$ cat src/rtl/mux_rtc_sram_if.sv
module mux_rtc_sram_if #(
  parameter int DW         = 8,
  parameter int RF_AW      = 6,
  parameter int RAM_AW     = 12,
  parameter int TIME_BYTES = 10,
  parameter int CTRL_BYTES = 4
) (
  input  logic              clk,
  input  logic              rst_n,
  input  logic              pwr_ok,
  input  logic              upd_busy,
  input  logic              cs_n,
  input  logic              ale,
  input  logic              as_lo,
  input  logic              as_hi,
  input  logic              rd_n,
  input  logic              wr_n,
  input  logic              ram_oe_n,
  input  logic              ram_we_n,
  input  logic [DW-1:0]     bus_in,
  output logic [DW-1:0]     bus_out,
  output logic              bus_oe,
  output logic [RF_AW-1:0]  rf_addr,
  output logic              sel_time,
  output logic              sel_ctrl,
  output logic              sel_user,
  output logic              rf_wr,
  input  logic [DW-1:0]     rf_rdata,
  output logic [RAM_AW-1:0] ram_addr,
  output logic              ram_wr,
  input  logic [DW-1:0]     ram_rdata,
  output logic [DW-1:0]     wr_data
);
  localparam int HI_BITS  = RAM_AW - DW;
  localparam int CTRL_END = TIME_BYTES + CTRL_BYTES;

  logic [DW-1:0]      off_q, lo_q, wd_q;
  logic [HI_BITS-1:0] hi_q;
  logic               wr_prev, we_prev, rf_wr_q, ram_wr_q;
  logic               in_range, rf_rd, ram_rd;

  assign rf_addr  = off_q[RF_AW-1:0];
  assign in_range = (off_q[DW-1:RF_AW] == '0);
  assign sel_time = in_range && (rf_addr <  RF_AW'(TIME_BYTES));
  assign sel_ctrl = in_range && (rf_addr >= RF_AW'(TIME_BYTES)) && (rf_addr < RF_AW'(CTRL_END));
  assign sel_user = in_range && (rf_addr >= RF_AW'(CTRL_END));

  assign ram_addr = {hi_q, lo_q};
  assign rf_wr    = rf_wr_q;
  assign ram_wr   = ram_wr_q;
  assign wr_data  = wd_q;

  assign rf_rd   = !cs_n && !rd_n;
  assign ram_rd  = !cs_n && rd_n && !ram_oe_n;
  assign bus_oe  = rf_rd || ram_rd;
  assign bus_out = rf_rd  ? (in_range ? rf_rdata : '0) :
                   ram_rd ? ram_rdata : '0;

  always_ff @(posedge clk or negedge rst_n) begin
    if (!rst_n) begin
      off_q    <= '0;
      lo_q     <= '0;
      hi_q     <= '0;
      wd_q     <= '0;
      wr_prev  <= 1'b1;
      we_prev  <= 1'b1;
      rf_wr_q  <= 1'b0;
      ram_wr_q <= 1'b0;
    end else begin
      if (ale)   off_q <= bus_in;
      if (as_lo) lo_q  <= bus_in;
      if (as_hi) hi_q  <= bus_in[HI_BITS-1:0];
      if (!wr_n || !ram_we_n) wd_q <= bus_in;
      wr_prev  <= wr_n;
      we_prev  <= ram_we_n;
      rf_wr_q  <= !cs_n && wr_n && !wr_prev && pwr_ok && in_range &&
                  !(sel_time && upd_busy);
      ram_wr_q <= !cs_n && ram_we_n && !we_prev && pwr_ok;
    end
  end
endmodule

$ cat config.mk
export PLATFORM = sky130hd
export DESIGN_NAME = mux_rtc_sram_if
export DESIGN_NICKNAME = d
export VERILOG_FILES = /design/src/rtl/mux_rtc_sram_if.sv
export SDC_FILE = /design/constraint.sdc
export NUM_CORES = 1
export LEC_CHECK = 0
export BUFFER_PORTS_ARGS = -buffer_cell sky130_fd_sc_hd__buf_2
export CELL_PAD_IN_SITES_DETAIL_PLACEMENT = 2
export CELL_PAD_IN_SITES_GLOBAL_PLACEMENT = 2
export CORE_MARGIN = 3
export CORE_UTILIZATION = 29
export DETAILED_ROUTE_END_ITERATION = 16
export GPL_TIMING_DRIVEN = 1
export PLACE_DENSITY = 0.93
export SLEW_MARGIN = 15
export SYNTH_ARGS = -nofsm -noshare
export SYNTH_HDL_FRONTEND = slang
export SYNTH_SLANG_ARGS = --single-unit
$ cat constraint.sdc
create_clock -name clk -period 3 [get_ports clk]
set_input_delay 0.6 -clock clk [delete_from_list [all_inputs] [get_ports clk]]
set_output_delay 0.6 -clock clk [all_outputs]
set_load 0.05 [all_outputs]
==> flow_summary_export.csv, run 1 <==
group,metric,value,unit
floorplan,fp.dieH,74.7,microns
global_routing,grt_antenna_before_repair,0,
route,routed_wl,4.21,mm
clock_network,cts_buffers,5,
sta,period_minus_slack,2320,ps
synth,yosysTopAreaCell,"dfrtp_1",
worst_setup_path,critPathKind,"in -> out",
worst_setup_path,worstSetupStartpointType,"primary input",
sta,slew-limit-headroom,51.4,%
synth,synth_top_area_share,54.8,%
flow_run,drv_cap,0,
hold_path,hp-class,"in -> async",
route,vias_per_cell,4.94,
placement,port_buffers,75,
sta,finalSetupViolCount,0,
route,ant_nets,0,
clock_network,cts_tree,"built",
worst_setup_path,cp.arrival,1720,ps
sta,rsz0062_at_grt,"no",
sta,setup_ws,676,ps
sta,fmax,430,MHz
global_routing,grt_pass1_vias,1144,
floorplan,initial_utilization,30.8,%
global_routing,grt_pass1_wl,6.24,mm
power,p_total,1.15,mW
synth,synth_area_leaders,"dfrtp_1 (55%), mux2_2 (23%), a22o_1 (5.1%)",
finish,area_delta_synth_final,35.1,%
sta,slew_viol_final,0,
worst_setup_path,worst_setup_path_end_kind,"primary output",
worst_setup_path,r2r-start,"off_q[7]$_DFFE_PN0P_",
route,drt-wirelength-per-cell,19.2,microns
global_routing,track_usage,15.1,%
finish,antenna_cells,0,
placement,dp_slack,681,ps
clock_network,post-cts-setup-buffers,0,
floorplan,core.rowCount,24,
finish,fillers,485,
clock_network,post_cts_resized,0,
synth,synth.distinct_cells,22,
route,drtIter0Drc,48,
placement,gp_congestion,0.772,
worst_setup_path,startpoint,"cs_n",
clock_network,h-tree-depth,2,
power,cellLeakagePower,0.916,nW
sta,tns,0,ps
floorplan,core_area,4440,sq um
synth,synth_area_per_cell,14.9,sq um
clock_network,cts-root-buf,"clkbuf_8",
synth,yosysSeqAreaShare,58.6,%
clock_network,clockBufferDepth,2,
route,route.detailed.drc,0,
clock_network,cts_sinks,32,
sta,tightest_slew,729,ps
global_routing,grt_max_degree,33,
finish,drive_gt1_share,69.5,%
sta,hold_viol_final,0,
sta,fin_crit_sh,77.5,%
clock_network,clock_latency,270,ps
worst_setup_path,cp_data_required_time,2400,ps
power,p_per_area,619,nW/um^2
worst_setup_path,r2r_setup_slack,1660,ps
synth,syn-cell-area,1370,sq um
run_status,outcome,"finished, final reports clean",
worst_setup_path,worstPathMaxFanout,8,
floorplan,dieArea,5590,sq um
synth,synth_nets,128,
global_routing,grt_overflow,0,
sta,fin_worst_skew,2.82,ps
floorplan,io_pins,76,
synth,ys_warn_count,0,
floorplan,die_x,74.7,microns
synth,synthCells,92,
clock_network,holdBufCountCts,0,
synth,ys_seq_elements,32,
route,drtPass1Iterations,4,
clock_network,clk_pin_slew,70,ps
power,max-vdd-ir-drop,0.000245,V
finish,nets,202,
route,vias,1082,
sequential cells by signal (all words and copies together) (netlist names):
name / cells
rf_wr: 1
hi_q: 4
lo_q: 8
off_q: 8
ram_wr: 1
we_prev: 1
wr_data: 8
wr_prev: 1
layout by cell type (no fill, tap or decap):
cell type  synthesis  layout
nand2b_1           1       1
dfrtp_1           30      30
nand2_1            1       1
o21ai_0            1       1
and3_1             1       1
a311oi_1           1       1
nor4_4             1       1
a21oi_1            1       1
clkinv_2           0       2
clkbuf_8           0       6
nor3b_2            1       1
xor2_1             1       1
a211oi_1           1       1
nand3_1            1       1
and2_1             1       1
and4bb_2           1       1
a22o_1             8       8
buf_2              0      75
dfstp_2            2       2
nor2_1             1       1
nor4_1             1       1
or4b_1             1       1
mux2_2            28      28
kinds of logic after synthesis:
group           synth area share, %
simple gates                   6.85
xor+xnor                      0.639
mux                            23.0
compound gates                 7.03
buf+inv                        3.84
flops                          58.6
cell usage after synthesis:
cell type and n:
dfrtp_1 30, mux2_2 28, a22o_1 8, buf_4 6
clkbuf_1 2, dfstp_2 2, a211oi_1 1, a21oi_1 1
a311oi_1 1, and2_1 1, and3_1 1, and4bb_2 1
nand2_1 1, nand2b_1 1, nand3_1 1, nor2_1 1
nor3b_2 1, nor4_1 1, nor4_4 1, o21ai_0 1
or4b_1 1, xor2_1 1
worst max-delay path: stages:
cell    delay (ps)
buf_2          140
nor4_4         510
a22o_1         210
buf_2          270
power by group:
part           internal, mW  switching [mW]
logic                0.0867           0.221
clock network         0.183           0.157
registers             0.471          0.0280
metal layers:
layer	up-vias	share of wire (%)	wire length [microns]	GRT usage (%)
met5	-	0	0	0
met4	0	0.90	38	3.56
met3	4	7.3	306	5.61
met2	45	52	2200	25.9
met1	547	39	1660	18.0
li1	486	-	-	-
stage by stage:
step / hold WS (ps) / area (sq um) / utilization (%) / instances
after floorplan: 304 / 1370 / - / 92
after global placement: 487 / 1760 / 39.6 / 211
after detailed placement: 491 / 1760 / 39.6 / 211
after CTS: 393 / 1850 / 41.6 / 219
after global routing: 429 / 1850 / 41.6 / 219
final: 377 / 1850 / 41.6 / 219
path summary, 6_finish.rpt:
| check | end | depth (start not counted) |
|---|---|---|
| worst max-delay path | bus_out[3] | 4 |
| max in group asynchronous | wr_data[5]$_DFFE_PN0P_ | 1 |
| min in group clk | we_prev$_DFF_PN1_ | 1 |
| worst min register to register | hi_q[0]$_DFFE_PN0P_ | 1 |
| worst min-delay path | wr_data[1]$_DFFE_PN0P_ | 1 |
| worst max register to register | rf_wr$_DFF_PN0_ | 2 |
final cells by class:
cell class / instances / area [sq um] / share of cell area (%)
clock buffer: 6 / 82.6 / 4.46
clock inverter: 2 / 10.0 / 0.541
multi-input combinational: 52 / 514 / 27.8
sequential: 32 / 803 / 43.4
tap: 52 / 65.1 / 3.52
timing repair buffer: 75 / 375 / 20.3
Power figures use the tool's default switching activity.
==> run 2: changes to the inputs <==
--- a/config.mk
+++ b/config.mk
@@ -5,14 +5,15 @@
 export SDC_FILE = /design/constraint.sdc
 export NUM_CORES = 1
 export LEC_CHECK = 0
+export ABC_AREA = 1
 export BUFFER_PORTS_ARGS = -buffer_cell sky130_fd_sc_hd__buf_2
 export CELL_PAD_IN_SITES_DETAIL_PLACEMENT = 2
 export CELL_PAD_IN_SITES_GLOBAL_PLACEMENT = 2
 export CORE_MARGIN = 3
-export CORE_UTILIZATION = 29
+export CORE_UTILIZATION = 23
 export DETAILED_ROUTE_END_ITERATION = 16
 export GPL_TIMING_DRIVEN = 1
-export PLACE_DENSITY = 0.93
+export PLACE_DENSITY = 0.84
 export SLEW_MARGIN = 15
 export SYNTH_ARGS = -nofsm -noshare
 export SYNTH_HDL_FRONTEND = slang
==> constraint.sdc (replaced) <==
create_clock -name clk -period 2 [get_ports clk]
set_input_delay 0.4 -clock clk [delete_from_list [all_inputs] [get_ports clk]]
set_output_delay 0.4 -clock clk [all_outputs]
set_load 0.05 [all_outputs]
==> run 2 against run 1 <==
  * Total power up 51%
  * Utilization is 9.2 points lower
  * Clock-buffer cell count grew 2
  * Critical endpoint is now sel_ctrl
  * Critical path type is now reg -> out
  * Largest cell class unchanged
==> flow_summary_export.csv, run 2 <==
group,metric,value,unit
sta,slew_viol_final,0,
synth,synth_nets,182,
route,route.detailed.drc,0,
worst_setup_path,critPathKind,"reg -> out",
global_routing,track_usage,12.5,%
synth,synthCells,146,
clock_network,post_cts_resized,0,
worst_setup_path,r2r-end,"rf_wr$_DFF_PN0_",
synth,synth_commonest_cells,"dfrtp_1 (30), nand2_1 (27), inv_1 (24)",
floorplan,die_x,86.5,microns
worst_setup_path,r2r_setup_slack,980,ps
worst_setup_path,worstPathMaxFanout,5,
finish,final_cell_mix,"buf_2 (75), dfrtp_1 (30), nand2_1 (27), inv_1 (24), mux2_2 (15)",
worst_setup_path,worst_setup_path_end_kind,"primary output",
sta,finalSetupViolCount,0,
power,p_per_area,877,nW/um^2
synth,synthFlopType,"dfrtp_1",
sta,period_minus_slack,1770,ps
clock_network,h-tree-depth,2,
route,routed_wl,4.38,mm
clock_network,cts_sinks,32,
finish,multi_input_area,517,sq um
worst_setup_path,worstSetupStartpointType,"flop",
placement,port_buffers,75,
sta,fin_crit_sh,88.6,%
route,drt-wirelength-per-cell,14.9,microns
synth,ys_warn_count,0,
flow_run,drv_cap,0,
synth,synth-edff-count,0,
synth,ys_seq_elements,32,
clock_network,clockBufferDepth,2,
power,cellLeakagePower,1.09,nW
sta,slew-limit-headroom,51.1,%
clock_network,cts_buffers,5,
floorplan,io_pins,76,
worst_setup_path,cp_data_required_time,1600,ps
clock_network,post-cts-setup-buffers,0,
floorplan,initial_utilization,24.4,%
floorplan,core_area,6100,sq um
sta,tightest_slew,733,ps
sta,hold-worst-slack,182,ps
synth,yosysTopAreaCell,"dfrtp_1",
route,vias_per_cell,4.40,
clock_network,cts-root-buf,"clkbuf_8",
clock_network,clock_latency,270,ps
finish,antenna_cells,0,
finish,final_common_cell,"buf_2",
worst_setup_path,worstRegToRegCells,6,
finish,final_cell_area,1980,sq um
finish,seq_area,803,sq um
finish,fin_util,32.4,%
synth,synth_area_per_cell,10.2,sq um
floorplan,fp.dieH,86.5,microns
finish,fillers,724,
sta,fin_worst_skew,3.78,ps
finish,nets,254,
route,ant_nets,0,
finish,area_delta_synth_final,32.8,%
finish,drive_gt1_share,49.3,%
route,vias,1294,
synth,yosysMostFrequentCell,"dfrtp_1",
power,p_total,1.73,mW
sta,tns,0,ps
route,drtPass1Iterations,4,
clock_network,clk_pin_slew,70,ps
clock_network,holdBufCountCts,0,
placement,postPlaceCellArea,1890,sq um
hold_path,hp-class,"in -> async",
global_routing,grt_overflow,0,
sta,hold_viol_final,0,
global_routing,grt_max_degree,33,
clock_network,cts_tree,"built",
synth,syn-cell-area,1490,sq um
worst_setup_path,cp.arrival,1370,ps
synth,yosysSeqAreaShare,53.9,%
route,drtIter0Drc,48,
run_status,outcome,"finished, final reports clean",
synth,synth_top_area_share,50.4,%
synth,synth_area_leaders,"dfrtp_1 (50%), mux2_2 (11%), nand2_1 (6.8%)",
worst_setup_path,r2r-start,"off_q[7]$_DFFE_PN0P_",
power,max-vdd-ir-drop,0.000482,V
sta,rsz0062_at_grt,"no",
sta,fmax,564,MHz
floorplan,dieArea,7480,sq um
placement,post-dp-hpwl,3.55,mm
synth,synthArstFlopShare,100,%
floorplan,core.rowCount,28,
placement,gp_congestion,0.728,
synth,synth.distinct_cells,22,
global_routing,grt_pass1_vias,1469,
global_routing,grt_pass1_wl,7.18,mm
global_routing,grt_antenna_before_repair,0,
[run 2: cell type report]
cell class	count	share of cell area (%)
tap	75	4.75
multi-input combinational	78	26.1
sequential	32	40.6
timing repair buffer	75	19.0
inverter	26	4.94
clock buffer	8	4.56
[run 2: metal layers]
layer  vias up  wire (microns)  track usage, %
met4         0              27            2.97
li1        603               -               -
met2        58            2270            23.1
met5         -               0               0
met1       629            1740            13.5
met3         4             347            4.37
[run 2: worst max-delay path, cell delays in order (launching register included)]
cell and delay, ps:
dfrtp_1 360, inv_1 140, nand2_2 130, nor3_2 190
buf_2 280
[run 2: how the worst max path moves through the flow]
stage,from,endpoint,slack (ps),cells after the start
after global routing,off_q[2]$_DFFE_PN0P_,sel_user,90,5
after CTS,off_q[7]$_DFFE_PN0P_,sel_ctrl,170,4
after floorplan,cs_n,bus_out[0],220,3
after detailed placement,cs_n,bus_out[6],370,5
final,off_q[7]$_DFFE_PN0P_,sel_ctrl,230,4
after global placement,cs_n,bus_out[6],420,5
[run 2: logic make-up after synthesis]
kind of cell	Yosys count	synth area share, %
simple gates	47	16.0
compound gates	16	7.06
mux	15	11.3
flops	32	53.9
buf+inv	36	11.7
[run 2: power by group]
part | internal [mW] | switching (mW)
Clock | 0.280 | 0.225
Combinational | 0.125 | 0.366
Sequential | 0.705 | 0.0325
Total | 1.11 | 0.624
[run 2: stage by stage]
step           setup WS [ps]  instances
2_1_floorplan            218        146
3_3_place_gp             419        286
3_5_place_dp             369        286
4_1_cts                  174        294
5_1_grt                 93.1        294
6_report                 227        294
==> run 3: changes to the inputs <==
--- a/config.mk
+++ b/config.mk
@@ -13,8 +13,10 @@
 export CORE_UTILIZATION = 23
 export DETAILED_ROUTE_END_ITERATION = 16
 export GPL_TIMING_DRIVEN = 1
+export MAX_ROUTING_LAYER = met4
 export PLACE_DENSITY = 0.84
 export SLEW_MARGIN = 15
 export SYNTH_ARGS = -nofsm -noshare
 export SYNTH_HDL_FRONTEND = slang
 export SYNTH_SLANG_ARGS = --single-unit
+export TNS_END_PERCENT = 1
==> constraint.sdc (replaced) <==
create_clock -name clk -period 2 [get_ports clk]
set_input_delay 0.1 -clock clk [delete_from_list [all_inputs] [get_ports clk]]
set_output_delay 0.1 -clock clk [all_outputs]
set_load 0.05 [all_outputs]
==> run 3 against run 2 <==
  * Sequential share of layout area is 0.51 points lower
  * Clock skew down 0.51 ps
  * Global-route usage grew 0.71 points
  * Critical path type unchanged
  * Highest routed layer unchanged
==> flow_summary_export.csv, run 3 (same netlist as run 2, synthesis figures left out) <==
group,metric,value,unit
sta,fmax,656,MHz
route,dr_wl_met3,420,microns
finish,final_cell_mix,"buf_2 (75), dfrtp_1 (30), nand2_1 (27), inv_1 (24), mux2_2 (15)",
clock_network,h-tree-depth,2,
power,cellLeakagePower,1.10,nW
clock_network,cts-root-buf,"clkbuf_8",
sta,hold-worst-slack,8.35,ps
floorplan,io_pins,76,
sta,slew-limit-headroom,50.7,%
clock_network,post-cts-setup-buffers,0,
clock_network,cts_sinks,32,
floorplan,dieArea,7480,sq um
route,wl_met1,1.76,mm
sta,tns,0,ps
route,vias,1300,
route,routed.top_layer,"met4",
floorplan,core.rowCount,28,
clock_network,clockBufferDepth,2,
route,ant_nets,0,
sta,rsz0062_at_grt,"no",
clock_network,clk_pin_slew,70,ps
hold_path,hp-class,"in -> reg",
floorplan,fp.dieH,86.5,microns
route,drtPass1Iterations,2,
worst_setup_path,worst_setup_path_end_kind,"primary output",
global_routing,grt_pass1_wl,7.33,mm
worst_setup_path,cp_data_required_time,1900,ps
power,max-vdd-ir-drop,0.000436,V
global_routing,grt_pass1_vias,1507,
floorplan,core_area,6100,sq um
route,vias_per_cell,4.39,
clock_network,cts_buffers,5,
finish,antenna_cells,0,
global_routing,grt_overflow,0,
clock_network,cts_tree,"built",
floorplan,initial_utilization,24.4,%
floorplan,die_x,86.5,microns
finish,fillers,714,
route,drt-wirelength-per-cell,15.3,microns
placement,post-dp-hpwl,3.46,mm
sta,tightest_slew,739,ps
sta,slew_viol_final,0,
finish,nets,256,
worst_setup_path,cp.arrival,1430,ps
clock_network,post_cts_resized,0,
worst_setup_path,worstPathMaxFanout,4,
placement,gp_congestion,0.684,
worst_setup_path,critPathKind,"reg -> out",
sta,fin_worst_skew,3.27,ps
placement,port_buffers,75,
route,wl_met2,2.28,mm
finish,final_common_cell,"buf_2",
finish,area_delta_synth_final,34.5,%
clock_network,holdBufCountCts,2,
sta,hold_viol_final,0,
global_routing,grt_max_degree,33,
worst_setup_path,worstSetupStartpointType,"flop",
clock_network,clock_latency,290,ps
power,p_per_area,894,nW/um^2
run_status,outcome,"finished, final reports clean",
route,drtIter0Drc,29,
power,p_total,1.79,mW
global_routing,track_usage,13.2,%
finish,fin_util,32.8,%
route,route.detailed.drc,0,
global_routing,grt_antenna_before_repair,0,
sta,fin_crit_sh,76.3,%
sta,finalSetupViolCount,0,
sta,period_minus_slack,1530,ps
flow_run,drv_cap,0,
route,routed_wl,4.52,mm
finish,drive_gt1_share,48.9,%
==> run 3: cell count changes in the layout (fill, tap and decap cells not counted), sizes merged <==
cell | previous run | this run
dlygate4sd3 | 0 | 2
==> run 3: stage by stage <==
stage / std cells / area [sq um] / setup slack, ps
2_1_floorplan: 146 / 1490 / 240
3_3_place_gp: 286 / 1880 / 855
3_5_place_dp: 286 / 1880 / 800
4_1_cts: 296 / 2000 / 449
5_1_grt: 296 / 2000 / 399
6_report: 296 / 2000 / 474
==> run 3: metal layers <==
| layer | vias up | GRT usage [%] |
|---|---|---|
| li1 | 606 | - |
| met1 | 627 | 14.6 |
| met3 | 7 | 4.09 |
| met4 | 0 | 4.67 |
| met5 | - | - |
| met2 | 60 | 22.4 |
==> run 3: layout make-up <==
type	count	area [sq um]	area share (%)
Sequential cell	32	803	40.1
Tap cell	75	93.8	4.69
Timing Repair Buffer	77	395	19.7
Inverter	26	97.6	4.87
Clock buffer	8	100	5.00
Multi-Input combinational cell	78	512	25.6
==> run 3: where the power goes <==
part | internal (mW) | switching [mW] | leakage [nW]
Clock | 0.314 | 0.242 | 0.0515
Sequential | 0.705 | 0.0334 | 0.380
Combinational | 0.127 | 0.368 | 0.671
==> run 3: worst max-delay path: stages (launching register included) <==
cell and delay [ps]:
dfrtp_1 440, nand2_1 100, o21ai_2 130, inv_1 70, nor2_1 120, buf_2 280
==> run 3: final timing paths <==
kind / startpoint / endpoint / slack (ps) / depth (start not counted)
max in group asynchronous: rst_n / ram_wr$_DFF_PN0_ / 1110 / 2
hold reg to reg: wr_data[1]$_DFFE_PN0P_ / wr_data[1]$_DFFE_PN0P_ / 510 / 2
hold / removal: wr_n / wr_prev$_DFF_PN1_ / 8 / 1
setup / recovery: off_q[2]$_DFFE_PN0P_ / sel_user / 470 / 5
setup reg to reg: off_q[7]$_DFFE_PN0P_ / rf_wr$_DFF_PN0_ / 1000 / 6
min in group asynchronous: rst_n / hi_q[0]$_DFFE_PN0P_ / 410 / 2
